<file path="src/rtl/hashfe_pkg.sv">
package hashfe_pkg;

  typedef enum logic [1:0] {
    ALG_MD5    = 2'd0,
    ALG_SHA1   = 2'd1,
    ALG_SHA224 = 2'd2,
    ALG_SHA256 = 2'd3
  } hash_alg_e;

  typedef enum logic [2:0] {
    PH_UNCFG,
    PH_GAP,
    PH_FEED,
    PH_CRUNCH,
    PH_DONE
  } phase_e;

  // Register offsets (software-visible map)
  localparam logic [7:0] OFS_RESET  = 8'h00;
  localparam logic [7:0] OFS_LEN_HI = 8'h04;
  localparam logic [7:0] OFS_LEN_LO = 8'h08;
  localparam logic [7:0] OFS_CTRL   = 8'h0C;
  localparam logic [7:0] OFS_STAT   = 8'h10;
  localparam logic [7:0] OFS_ENAB   = 8'h14;
  localparam logic [7:0] OFS_CLR    = 8'h18;
  localparam logic [7:0] OFS_RESULT = 8'h1C;
  localparam logic [7:0] OFS_REV    = 8'h50;

  localparam int IRQ_BITS   = 4;
  localparam int IRQ_AVAIL  = 0;
  localparam int IRQ_NEWRES = 1;
  localparam int IRQ_RDERR  = 2;
  localparam int IRQ_WRERR  = 3;

  function automatic logic [3:0] digest_words(hash_alg_e a);
    case (a)
      ALG_MD5:    return 4'd4;
      ALG_SHA1:   return 4'd5;
      ALG_SHA224: return 4'd7;
      default:    return 4'd8;
    endcase
  endfunction

  function automatic logic [31:0] stub_word(hash_alg_e a, logic [3:0] idx);
    return {8'hD1, 2'b00, a, digest_words(a), 8'h5A, 4'h0, idx};
  endfunction

  function automatic logic [31:0] order_bytes(logic [31:0] w, logic [1:0] code);
    case (code)
      2'd0:    return w;
      2'd1:    return {w[7:0], w[15:8], w[23:16], w[31:24]};
      2'd2:    return {w[23:16], w[31:24], w[15:8], w[7:0]};
      default: return {w[15:8], w[7:0], w[31:24], w[23:16]};
    endcase
  endfunction

endpackage

</file>
<file path="src/rtl/hashfe_seq.sv">
// Word sequencer plus the stand-in for the hashing rounds.
module hashfe_seq
  import hashfe_pkg::*;
#(
  parameter int LEN_W        = 64,
  parameter int GAP_CYCLES   = 2,
  parameter int STUB_LATENCY = 4
) (
  input  logic             clk,
  input  logic             rst_n,
  input  logic             eng_clr,
  input  logic             ctrl_wr,
  input  logic [LEN_W-1:0] len_bits,
  input  logic             din_valid,
  output logic             din_ready,
  output logic             cfg_done,
  output logic             wr_err,
  output logic             consumed,
  output logic             push
);
  localparam int CNT_W = LEN_W - 4;
  localparam int GAP_W = $clog2(GAP_CYCLES + 1);
  localparam int LAT_W = $clog2(STUB_LATENCY + 1);

  phase_e           phase;
  logic [CNT_W-1:0] words_left;
  logic [GAP_W-1:0] gap_cnt;
  logic [LAT_W-1:0] lat_cnt;
  logic [LEN_W:0]   len_round;
  logic [CNT_W-1:0] word_total;
  logic             live;

  assign len_round  = {1'b0, len_bits} + (LEN_W + 1)'(31);
  assign word_total = len_round[LEN_W:5];
  assign live       = !eng_clr && !ctrl_wr;

  always_ff @(posedge clk or negedge rst_n) begin
    if (!rst_n) begin
      phase      <= PH_UNCFG;
      words_left <= '0;
      gap_cnt    <= '0;
      lat_cnt    <= '0;
    end else if (eng_clr) begin
      phase      <= PH_UNCFG;
      words_left <= '0;
      gap_cnt    <= '0;
      lat_cnt    <= '0;
    end else if (ctrl_wr) begin
      phase      <= PH_GAP;
      gap_cnt    <= GAP_W'(GAP_CYCLES);
      words_left <= word_total;
    end else begin
      case (phase)
        PH_GAP: begin
          if (gap_cnt == GAP_W'(1)) begin
            if (words_left == '0) begin
              phase   <= PH_CRUNCH;
              lat_cnt <= LAT_W'(STUB_LATENCY);
            end else begin
              phase <= PH_FEED;
            end
          end else begin
            gap_cnt <= gap_cnt - GAP_W'(1);
          end
        end
        PH_FEED: begin
          if (din_valid) begin
            words_left <= words_left - CNT_W'(1);
            if (words_left == CNT_W'(1)) begin
              phase   <= PH_CRUNCH;
              lat_cnt <= LAT_W'(STUB_LATENCY);
            end
          end
        end
        PH_CRUNCH: begin
          if (lat_cnt == LAT_W'(1)) phase <= PH_DONE;
          else lat_cnt <= lat_cnt - LAT_W'(1);
        end
        default: ;
      endcase
    end
  end

  always_comb begin
    din_ready = !eng_clr && ((phase == PH_UNCFG) || (phase == PH_FEED && !ctrl_wr));
    cfg_done  = (phase != PH_UNCFG);
    wr_err    = !eng_clr && (phase == PH_UNCFG) && din_valid;
    consumed  = live && ((phase == PH_GAP && gap_cnt == GAP_W'(1) && words_left == '0) ||
                         (phase == PH_FEED && din_valid && words_left == CNT_W'(1)));
    push      = live && (phase == PH_CRUNCH) && (lat_cnt == LAT_W'(1));
  end

endmodule

</file>
<file path="src/rtl/hashfe_rq.sv">
// Result queue: filled in one cycle, popped from the top index down.
module hashfe_rq
  import hashfe_pkg::*;
#(
  parameter int MAX_WORDS = 8,
  localparam int CNT_W    = $clog2(MAX_WORDS + 1)
) (
  input  logic             clk,
  input  logic             rst_n,
  input  logic             clr,
  input  logic             push,
  input  hash_alg_e        alg,
  input  logic [1:0]       order,
  input  logic             pop,
  output logic [31:0]      rd_word,
  output logic             empty,
  output logic [CNT_W-1:0] count
);
  localparam int IDX_W = $clog2(MAX_WORDS);

  logic [31:0]      slot [MAX_WORDS];
  logic [CNT_W-1:0] fill_n;
  logic [IDX_W-1:0] top_idx;

  assign fill_n  = CNT_W'(digest_words(alg));
  assign top_idx = IDX_W'(count - CNT_W'(1));

  for (genvar g = 0; g < MAX_WORDS; g++) begin : g_slot
    always_ff @(posedge clk or negedge rst_n) begin
      if (!rst_n)    slot[g] <= '0;
      else if (clr)  slot[g] <= '0;
      else if (push) slot[g] <= (CNT_W'(g) < fill_n) ? stub_word(alg, 4'(g)) : '0;
    end
  end

  always_ff @(posedge clk or negedge rst_n) begin
    if (!rst_n)                   count <= '0;
    else if (clr)                 count <= '0;
    else if (push)                count <= fill_n;
    else if (pop && count != '0)  count <= count - CNT_W'(1);
  end

  assign empty   = (count == '0);
  assign rd_word = empty ? '0 : order_bytes(slot[top_idx], order);

endmodule

</file>
<file path="src/rtl/hashfe_irq.sv">
// Latched interrupt causes with enable mask and write-one-to-clear.
module hashfe_irq #(
  parameter int N = 4
) (
  input  logic         clk,
  input  logic         rst_n,
  input  logic         eng_clr,
  input  logic [N-1:0] set,
  input  logic         clr_wr,
  input  logic [N-1:0] clr_mask,
  input  logic         en_wr,
  input  logic [N-1:0] en_data,
  output logic [N-1:0] status,
  output logic [N-1:0] enable,
  output logic         irq
);
  logic [N-1:0] wipe;

  assign wipe = clr_wr ? clr_mask : '0;

  always_ff @(posedge clk or negedge rst_n) begin
    if (!rst_n) begin
      status <= '0;
      enable <= '0;
    end else if (eng_clr) begin
      status <= '0;
      enable <= '0;
    end else begin
      status <= (status & ~wipe) | set;
      if (en_wr) enable <= en_data;
    end
  end

  assign irq = |(status & enable);

endmodule

</file>
<file path="src/rtl/hashfe_top.sv">
module hashfe_top
  import hashfe_pkg::*;
#(
  parameter int          ADDR_W       = 8,
  parameter int          MAX_WORDS    = 8,
  parameter int          GAP_CYCLES   = 2,
  parameter int          STUB_LATENCY = 4,
  parameter logic [31:0] REVISION     = 32'h0002_0104
) (
  input  logic              clk,
  input  logic              rst_n,
  input  logic              reg_sel,
  input  logic              reg_wr,
  input  logic [ADDR_W-1:0] reg_addr,
  input  logic [31:0]       reg_wdata,
  output logic [31:0]       reg_rdata,
  input  logic              din_valid,
  output logic              din_ready,
  output logic              irq
);
  localparam int LEN_W = 64;
  localparam int QC_W  = $clog2(MAX_WORDS + 1);

  logic            soft_rst;
  logic [31:0]     len_hi, len_lo;
  hash_alg_e       ctrl_alg;
  logic [1:0]      ctrl_order;

  logic            wr_en, rd_en;
  logic            ctrl_wr, q_pop, rd_err;
  logic            en_wr, clr_wr;
  logic            cfg_done, wr_err, consumed, stub_push;
  logic [31:0]     q_word;
  logic            q_empty;
  logic [QC_W-1:0] q_count;
  logic [IRQ_BITS-1:0] irq_status, irq_enable, irq_set;

  function automatic logic hit(logic [ADDR_W-1:0] a, logic [7:0] ofs);
    return a == ADDR_W'(ofs);
  endfunction

  assign wr_en   = reg_sel && reg_wr;
  assign rd_en   = reg_sel && !reg_wr;
  assign ctrl_wr = wr_en && hit(reg_addr, OFS_CTRL) && !soft_rst;
  assign en_wr   = wr_en && hit(reg_addr, OFS_ENAB) && !soft_rst;
  assign clr_wr  = wr_en && hit(reg_addr, OFS_CLR)  && !soft_rst;
  assign q_pop   = rd_en && hit(reg_addr, OFS_RESULT) && !soft_rst;
  assign rd_err  = q_pop && q_empty;

  always_ff @(posedge clk or negedge rst_n) begin
    if (!rst_n) begin
      soft_rst   <= 1'b0;
      len_hi     <= '0;
      len_lo     <= '0;
      ctrl_alg   <= ALG_MD5;
      ctrl_order <= '0;
    end else begin
      if (wr_en && hit(reg_addr, OFS_RESET)) soft_rst <= reg_wdata[0];
      if (soft_rst) begin
        len_hi     <= '0;
        len_lo     <= '0;
        ctrl_alg   <= ALG_MD5;
        ctrl_order <= '0;
      end else if (wr_en) begin
        if (hit(reg_addr, OFS_LEN_HI)) len_hi <= reg_wdata;
        if (hit(reg_addr, OFS_LEN_LO)) len_lo <= reg_wdata;
        if (hit(reg_addr, OFS_CTRL)) begin
          ctrl_alg   <= hash_alg_e'(reg_wdata[1:0]);
          ctrl_order <= reg_wdata[9:8];
        end
      end
    end
  end

  hashfe_seq #(
    .LEN_W       (LEN_W),
    .GAP_CYCLES  (GAP_CYCLES),
    .STUB_LATENCY(STUB_LATENCY)
  ) u_seq (
    .clk      (clk),
    .rst_n    (rst_n),
    .eng_clr  (soft_rst),
    .ctrl_wr  (ctrl_wr),
    .len_bits ({len_hi, len_lo}),
    .din_valid(din_valid),
    .din_ready(din_ready),
    .cfg_done (cfg_done),
    .wr_err   (wr_err),
    .consumed (consumed),
    .push     (stub_push)
  );

  hashfe_rq #(.MAX_WORDS(MAX_WORDS)) u_rq (
    .clk    (clk),
    .rst_n  (rst_n),
    .clr    (soft_rst),
    .push   (stub_push),
    .alg    (ctrl_alg),
    .order  (ctrl_order),
    .pop    (q_pop),
    .rd_word(q_word),
    .empty  (q_empty),
    .count  (q_count)
  );

  always_comb begin
    irq_set             = '0;
    irq_set[IRQ_AVAIL]  = consumed;
    irq_set[IRQ_NEWRES] = stub_push;
    irq_set[IRQ_RDERR]  = rd_err;
    irq_set[IRQ_WRERR]  = wr_err;
  end

  hashfe_irq #(.N(IRQ_BITS)) u_irq (
    .clk     (clk),
    .rst_n   (rst_n),
    .eng_clr (soft_rst),
    .set     (irq_set),
    .clr_wr  (clr_wr),
    .clr_mask(reg_wdata[IRQ_BITS-1:0]),
    .en_wr   (en_wr),
    .en_data (reg_wdata[IRQ_BITS-1:0]),
    .status  (irq_status),
    .enable  (irq_enable),
    .irq     (irq)
  );

  always_comb begin
    reg_rdata = '0;
    if (rd_en) begin
      if (hit(reg_addr, OFS_RESET))  reg_rdata = {31'b0, soft_rst};
      if (hit(reg_addr, OFS_LEN_HI)) reg_rdata = len_hi;
      if (hit(reg_addr, OFS_LEN_LO)) reg_rdata = len_lo;
      if (hit(reg_addr, OFS_CTRL))   reg_rdata = {22'b0, ctrl_order, 6'b0, ctrl_alg};
      if (hit(reg_addr, OFS_STAT))   reg_rdata = {{(32-IRQ_BITS){1'b0}}, irq_status};
      if (hit(reg_addr, OFS_ENAB))   reg_rdata = {{(32-IRQ_BITS){1'b0}}, irq_enable};
      if (hit(reg_addr, OFS_RESULT)) reg_rdata = q_word;
      if (hit(reg_addr, OFS_REV))    reg_rdata = REVISION;
    end
  end

endmodule

</file>
<file path="config.mk">
export PLATFORM = sky130hd
export DESIGN_NAME = hashfe_top
export DESIGN_NICKNAME = d
export VERILOG_FILES = /design/src/rtl/hashfe_pkg.sv /design/src/rtl/hashfe_seq.sv /design/src/rtl/hashfe_rq.sv /design/src/rtl/hashfe_irq.sv /design/src/rtl/hashfe_top.sv
export SDC_FILE = /design/constraint.sdc
export NUM_CORES = 1
export LEC_CHECK = 0
export BUFFER_PORTS_ARGS = -buffer_cell sky130_fd_sc_hd__buf_4
export CORE_ASPECT_RATIO = 1.5
export CORE_MARGIN = 1.5
export CORE_UTILIZATION = 55
export CTS_CLUSTER_SIZE = 14
export DETAILED_ROUTE_END_ITERATION = 8
export PLACE_DENSITY_LB_ADDON = 0.05
export RECOVER_POWER = 25
export SETUP_SLACK_MARGIN = 0.3
export SLEW_MARGIN = 20
export SYNTH_ARGS = -nofsm -noshare
export SYNTH_HDL_FRONTEND = slang
export SYNTH_HIERARCHICAL = 1
export SYNTH_SLANG_ARGS = --single-unit
</file>
<file path="constraint.sdc">
create_clock -name clk -period 4.8 [get_ports clk]
set_clock_uncertainty 0.1 [all_clocks]
set_input_delay 0.48 -clock clk [delete_from_list [all_inputs] [get_ports clk]]
set_output_delay 0.48 -clock clk [all_outputs]
set_load 0.02 [all_outputs]
</file>
==> results of run 1 <==
-- state kept, by name, summed over array words and instances, names as in the netlist --
name              flops
u_rq/slot            16
u_irq/status          4
u_seq/gap_cnt         2
ctrl_alg              2
u_rq/count            4
u_seq/phase           3
soft_rst              1
u_seq/lat_cnt         3
u_irq/enable          4
len_hi               32
len_lo               32
u_seq/words_left     60
ctrl_order            2
-- through the flow --
step                      instance area (sq um)  total power, W
after global placement                    12060        0.002669
after CTS                                 12660        0.004066
after global routing                      12650        0.004263
final                                     12650        0.004085
after detailed placement                  12060        0.002681
after floorplan                           11380        0.002369
-- cell type report --
class	count	share of cell area (%)
Clock inverter	10	0.9790
Clock buffer	22	3.748
Multi-Input combinational cell	1075	52.83
Inverter	41	1.216
Timing Repair Buffer	99	5.953
Tap cell	264	2.611
Sequential cell	165	32.66
-- worst min path at each step --
stage	to	slack, ns	cells past startpoint
6_report	u_irq/status[3]$_DFF_PN0_	0.17	2
5_1_grt	u_irq/status[3]$_DFF_PN0_	0.17	2
4_1_cts	u_seq/words_left[43]$_DFFE_PN0P_	0.08	1
3_5_place_dp	u_rq/slot[16]$_DFFE_PN0P_	0.42	2
3_3_place_gp	u_seq/words_left[19]$_DFFE_PN0P_	0.41	1
2_1_floorplan	ctrl_alg[0]$_DFFE_PN0P_	0.08	0
-- layer usage --
layer  part of all wire, %  wire [microns]
met4                   4.8            1765
met1                    38           14240
met5                     0               0
met2                    51           19080
met3                   5.4            1998
-- cells in the mapped netlist, drive strengths merged (6+ instances only) --
cell type    n  area share, %
ha          10            1.1
a22oi       32            2.1
a311oi       7           0.54
dfrtp      165             36
or2          9           0.49
nand2b      11           0.60
a22o        29            2.2
or3         12           0.66
a21oi       97            4.3
or4         13           0.96
nor4b        9           0.80
nor4        43            2.6
o21ai       19           0.87
a31oi        6           0.33
inv         41            1.4
nor3b        8           0.53
buf         33            1.9
nand2      208            6.9
nor2       135            4.5
nand3       41            1.8
o22ai       34            1.9
o211ai       7           0.51
nor2b        7           0.38
and4         7           0.54
xor2        31            2.4
nand4       25            1.4
clkbuf      65            2.2
and2         6           0.33
mux2         6           0.66
a211oi      30            2.0
and3         8           0.44
xnor2       73            5.6
mux2i       29            2.6
o21a         7           0.46
nor3        52            2.5
-- power by group --
part	internal, W	switching, W
combinational	0.000372	0.000623
clock	0.000810	0.000590
sequential	0.00151	0.000180
-- cell families (layout without fill, tap and decap cells) --
group                    after synthesis  after routing  synth area share [%]
AO/OA/AOI/OAI                        308            308                 18.49
AND/OR/NAND/NOR                      616            616                 27.09
adder cells (fa/ha/maj)               10             10                 1.100
flip-flops                           165            165                 36.30
multiplexers                          37             37                 3.608
buffers and inverters                139            172                 5.411
XOR/XNOR                             104            104                 8.007
==> results list, run 1 <==
- CTS tree: yes
* Insertion delay to the later sink of the worst-skew pair: 0.44 ns
* Yosys warns: 6
* Worst Tran Pin Value: 2.531 ns
* Violations in the final reports: capacitance limit, slew limit
- Register-to-register path setup slack: 1.29 ns
- Compared with the post-synthesis result, the final layout area differs by 11.22%.
* Area of the die: 21,570 sq um
- Overflow left after global routing: 0
* First-pass iteration count of the detailed router: 5
- On the worst path, the slowest cell contributes a delay of 0.63 ns.
* Setup Buffers After CTS: 0
* Met1 Resource Use GR: 41.08%
* Die Span Y: 179.1 microns
* Status: complete, but fails checks
- Maximum fanout encountered on the critical timing path: 13
- For this block, the initial DRC count from the detailed router was 987.
- The clock tree synthesis step divided the H-tree into 4 levels.
- Worst r2r dst: u_seq/words_left[33]$_DFFE_PN0P_
- Number of buffers on the longest clock path: 2
- Max IR drop VDD: 0.2268 mV
- Synthesized area per cell: 8.249 sq um
- In this design, the largest share of critical-path delay is due to simple AND/OR/NAND/NOR gates.
* Syn Nets: 1,434
* Most common cell after layout, fill and taps aside: sky130_fd_sc_hd__nand2_1
- Data required time at the worst endpoint: 4.22 ns
- In this run the remaining antenna-violating nets after routing total 0.
* Global-route wire length before repair: 58,090 microns
- Routability cong.: 0.9663
- Endpoints failing setup: 0
- Measured against its own limit, the worst slew margin works out to -68.71%.
* Clock input transition at the sequential cells of the worst setup and hold paths: 0.07 ns
- Hold slack final: 0.1690 ns
* Ys flop type: sky130_fd_sc_hd__dfrtp_1
- Achievable frequency: 243.5 MHz
- Counting flops and latches in the post-synthesis netlist gives 165.
* LEAKAGE: 4.915 nW
* Highest-delay cell along the critical path: sky130_fd_sc_hd__dfrtp_1
* Combined global-route utilization of all metal layers: 34.93%
- Data arrives at the worst endpoint at 3.53 ns.
- The synthesized netlist occupies a cell area of 11,380 sq um.
- The number of placed instances, taps included, is 1,644.
- Cells fill 62.20% of the core in the end.
* Number of cells produced by synthesis: 1,379
- Power per cell area: 322.9 nW/um^2
- The worst hold path belongs to the class in2reg.
- Met2 Use GR: 61.53%
- The number of antenna diodes in the final layout is 0.
- Max-cap violations in this run came to 1.
- The count of buffers added on input and output ports is 78.
* Row Count: 64
- The critical path crosses 10 cells after its start point.
* Fraction of layout instances using a drive strength above 1: 12.18%
- Wires add up to 37,090 microns.
- The initial utilization of the core area, before any placement, comes to 55.93%.
- Unrepaired setup endpoints after global routing: no
- In this run the most used layer during global routing was met2.
- Core ar.: 20,340 sq um
* Number of global-route vias before repair: 10,380
- Ratio of final minimum period to clock period: 85.57%
- Number of CTS-inserted buffers: 17
* Leading cell types in the layout, fill and taps excluded: sky130_fd_sc_hd__nand2_1, sky130_fd_sc_hd__dfrtp_1, sky130_fd_sc_hd__nor2_1, sky130_fd_sc_hd__buf_4, sky130_fd_sc_hd__a21oi_1
* Crit Reg-Reg Startpoint: len_lo[20]$_DFFE_PN0P_
- Worst path bufs/invs: 2
- Tracing the worst setup path back leads to its startpoint at u_rq/count[0]$_DFFE_PN0P_.
- In the final layout, the multi-input gates occupy 6684 sq um.
- The tree is rooted in a sky130_fd_sc_hd__clkbuf_16.
- Detailed routing inserted a total of 10,870 vias.
- Portion of the post-synthesis area used by sequential elements: 36.30%
- In the routed design, unresolved DRC markers number 0.
- Crit Path Class: reg2out
* Number of enable-type register cells in the synthesized netlist: 0
* Fillers: 1,816
* Register cell area after layout: 4133 sq um
- Total negative slack: 0 ns
* Number of distinct library cells after synthesis: 83
- Layout Cells excl Fill: 1,676
* Number of hold-slack violations in the final timing report: 0
* Place WS: 0.9090 ns
- Using the TritonRoute via totals, the vias-per-cell ratio works out to 6.483.
* Clock period minus worst slack: 4.107 ns
- Total of hold buffers inserted after clock tree synthesis: 0
* End point of the critical path: reg_rdata[1]
- Slack of the critical path: 0.6927 ns
- Hold Crit Start: reg_wdata[3]
* Category of the worst setup path capture point: output port
* Clock sink count: 165
- The wire-length estimate of the detail-placed layout is 26,930 microns.
- The worst setup path is launched from a flop.
- Number of antenna violations at the first check in global routing: 0
- The number of pins exceeding their max-slew limit in the final report came to 97.
- For met3 alone, demand over resource in global routing was 4.930%.
- Gates resized during post-CTS repair numbered 0.
* Cell breakdown of the critical path: inv_1 > ha_1 > or3b_2 > nand3_1 > o2111ai_1 > a21oi_1 > mux2i_1 > and3_1 > a211oi_1 > buf_4
- Largest net degree at the start of global routing: 98
* Ports: 79
* Count of nets after finishing: 1,454
* Die outline width: 120.4 microns
* Share of flip-flops with an asynchronous set or reset: 100.0%
* Average wire length per cell after detail routing: 22.13 microns
* Number of cells traversed by the worst register-to-register path: 6
(Power assumes the default switching activity.)
==> run 2: changes to the inputs <==
- CORE_MARGIN: 1.5 -> 2
==> results list, run 2 (same netlist as run 1, synthesis figures left out) <==
- Status: complete, but fails checks
- Violations in the final reports: capacitance limit, slew limit
- Overflow left after global routing: 0
* Row Count: 64
- Final cell area excluding filler cells: 12,630 sq um
- Detailed Route WL: 37,670 microns
- Worst min-delay path category: in2reg
- Crit Path Class: reg2out
* Number of hold-slack violations in the final timing report: 0
* Antenna diodes: 0
- Post-CTS repair changed the size of 0 cells.
- STA puts the critical path data arrival time at 3.44 ns.
* Number of global-route vias before repair: 10,780
* Max reg flops: 60
* Insertion delay to the later sink of the worst-skew pair: 0.44 ns
* Endpoints failing setup: 0
- Cells with a size suffix above 1 make up 12.49% of the layout.
* Core ar.: 20,340 sq um
* Registers with the highest flip-flop counts: u_seq/words_left (60), len_hi (32), len_lo (32)
- Setup repair after global routing left no endpoint under its margin.
- Entering global routing, the biggest net connects 94 pins.
- Reported max-cap violation count: 1
- Buffers placed on the I/O ports in this run total 78.
- CTS tree: yes
- Setup total negative slack on the finished layout was measured at 0 ns.
- Area of the die: 21,870 sq um
* Routability cong.: 0.9952
* Total of hold buffers inserted after clock tree synthesis: 0
* First-pass iteration count of the detailed router: 6
- Setup slack closes at 0.7800 ns.
- Post-place instance area: 12,090 sq um
- Counting I/O delays and the setup requirement, the final critical path takes 4.020 ns.
* Average wire length per cell after detail routing: 22.41 microns
- For this design the top-level I/O count stands at 79.
- Pins over their slew limit: 94
- In this run the post-CTS setup repair buffer count came out at 0.
- Number of vias per cell: 6.529
- The worst hold path begins at reg_wdata[3].
- Once detailed placement completed, the half-perimeter wirelength came to 27,530 microns.
- Leaving out fill and tap cells, the most frequent cell in the layout is sky130_fd_sc_hd__nand2_1.
- The routed layout has 10,980 vias.
- Achievable frequency: 248.8 MHz
* Maximum fanout encountered on the critical timing path: 13
- The worst pin sits at a relative slew slack of -64.22%.
- In the routed design, unresolved DRC markers number 0.
- Leading cell types in the layout, fill and taps excluded: sky130_fd_sc_hd__nand2_1, sky130_fd_sc_hd__dfrtp_1, sky130_fd_sc_hd__nor2_1, sky130_fd_sc_hd__buf_4, sky130_fd_sc_hd__a21oi_1
* Drt initial violations: 989
* CTS HTree Levels: 4
- Hold slack final: 0.1649 ns
- The tree built by TritonCTS fans out to 165 sinks.
- In the global route stage, overall resource usage came out at 34.88%.
- Global-route wire length before repair: 59,310 microns
- Clock-pin slew was measured on the worst setup and hold paths at 0.06 ns.
- The initial antenna violation count came to 0.
* Max IR drop VDD: 0.2318 mV
* Die outline width: 121.4 microns
- Summed over all cells, the static leakage comes to 4.910 nW.
- In this run the clock root is driven by a sky130_fd_sc_hd__clkbuf_16.
* Crit Reg-Reg Startpoint: len_lo[20]$_DFFE_PN0P_
- Register containing the most flip-flops in the final layout: u_seq/words_left
- Place WS: 1.167 ns
- The most critical setup path has its startpoint at u_rq/count[0]$_DFFE_PN0P_.
- Data required time at the worst endpoint: 4.22 ns
* Type of element launching the critical path: flop
- The layout has 1,869 filler cells.
- Ratio of final minimum period to clock period: 83.75%
- Power per cell area: 314.9 nW/um^2
- Die Span Y: 180.1 microns
* Initial core utilization: 55.93%
- For this run, the post-layout net count is 1,460.
* Number of buffers on the longest clock path: 2
- The worst setup path is captured at an output port.
- Antenna Violating Nets Remaining: 0
* Layout overhead on the synthesized area: 11.01%
* Number of CTS-inserted buffers: 17
* Worst Tran Pin Value: 2.463 ns
-- run 2: per-stage QoR --
| stage | power [W] | cells | utilization (%) |
|---|---|---|---|
| finish | 0.003977 | 1681 | 62.09 |
| floorplan | 0.002369 | 1379 | - |
| global placement | 0.002679 | 1650 | 59.46 |
| detailed placement | 0.002692 | 1650 | 59.46 |
| CTS | 0.003970 | 1681 | 62.09 |
| global route | 0.004166 | 1681 | 62.09 |
-- run 2: final timing paths --
check	endpoint	slack (ns)	depth (start not counted)
max in group asynchronous	soft_rst$_DFFE_PN0P_	2.15	1
worst max register to register	u_seq/words_left[33]$_DFFE_PN0P_	1.27	6
worst min-delay path	u_irq/status[3]$_DFF_PN0_	0.16	2
worst max-delay path	reg_rdata[1]	0.78	10
worst min register to register	u_rq/slot[16]$_DFFE_PN0P_	0.43	2
min in group asynchronous	u_seq/words_left[55]$_DFFE_PN0P_	0.70	1
-- run 2: area by class of cell --
| type | count | area [sq um] | area share, % |
|---|---|---|---|
| clock buffer | 21 | 450.4 | 3.567 |
| clock inverter | 10 | 85.08 | 0.6737 |
| inverter | 41 | 153.9 | 1.219 |
| multi-input combinational | 1075 | 6690 | 52.98 |
| sequential | 165 | 4133 | 32.73 |
| tap | 264 | 330.3 | 2.616 |
| timing repair buffer | 105 | 785.8 | 6.222 |
-- run 2: routing by layer --
metal / global-route usage, % / up-vias / wire length, microns
li1: - / 5040 / -
met1: 41.41 / 5395 / 14450
met3: 5.506 / 111 / 1910
met4: 17.15 / 0 / 1785
met5: 0 / - / 0
met2: 60.63 / 429 / 19520
-- run 2: critical path: stages, from the launching register on --
cell	delay [ns]
sky130_fd_sc_hd__dfrtp_1	0.62
sky130_fd_sc_hd__inv_1	0.14
sky130_fd_sc_hd__ha_1	0.44
sky130_fd_sc_hd__or3b_2	0.55
sky130_fd_sc_hd__nand3_1	0.14
sky130_fd_sc_hd__o2111ai_1	0.12
sky130_fd_sc_hd__a21oi_1	0.32
sky130_fd_sc_hd__mux2i_1	0.12
sky130_fd_sc_hd__and3_1	0.19
sky130_fd_sc_hd__a211oi_1	0.17
sky130_fd_sc_hd__buf_4	0.19
-- run 2: report_power, final --
group,internal [W],total [W],switching (W)
clock,0.000719,0.00128,0.000565
sequential,0.00151,0.00169,0.000180
combinational,0.000378,0.00100,0.000625
total,0.00261,0.00398,0.00137
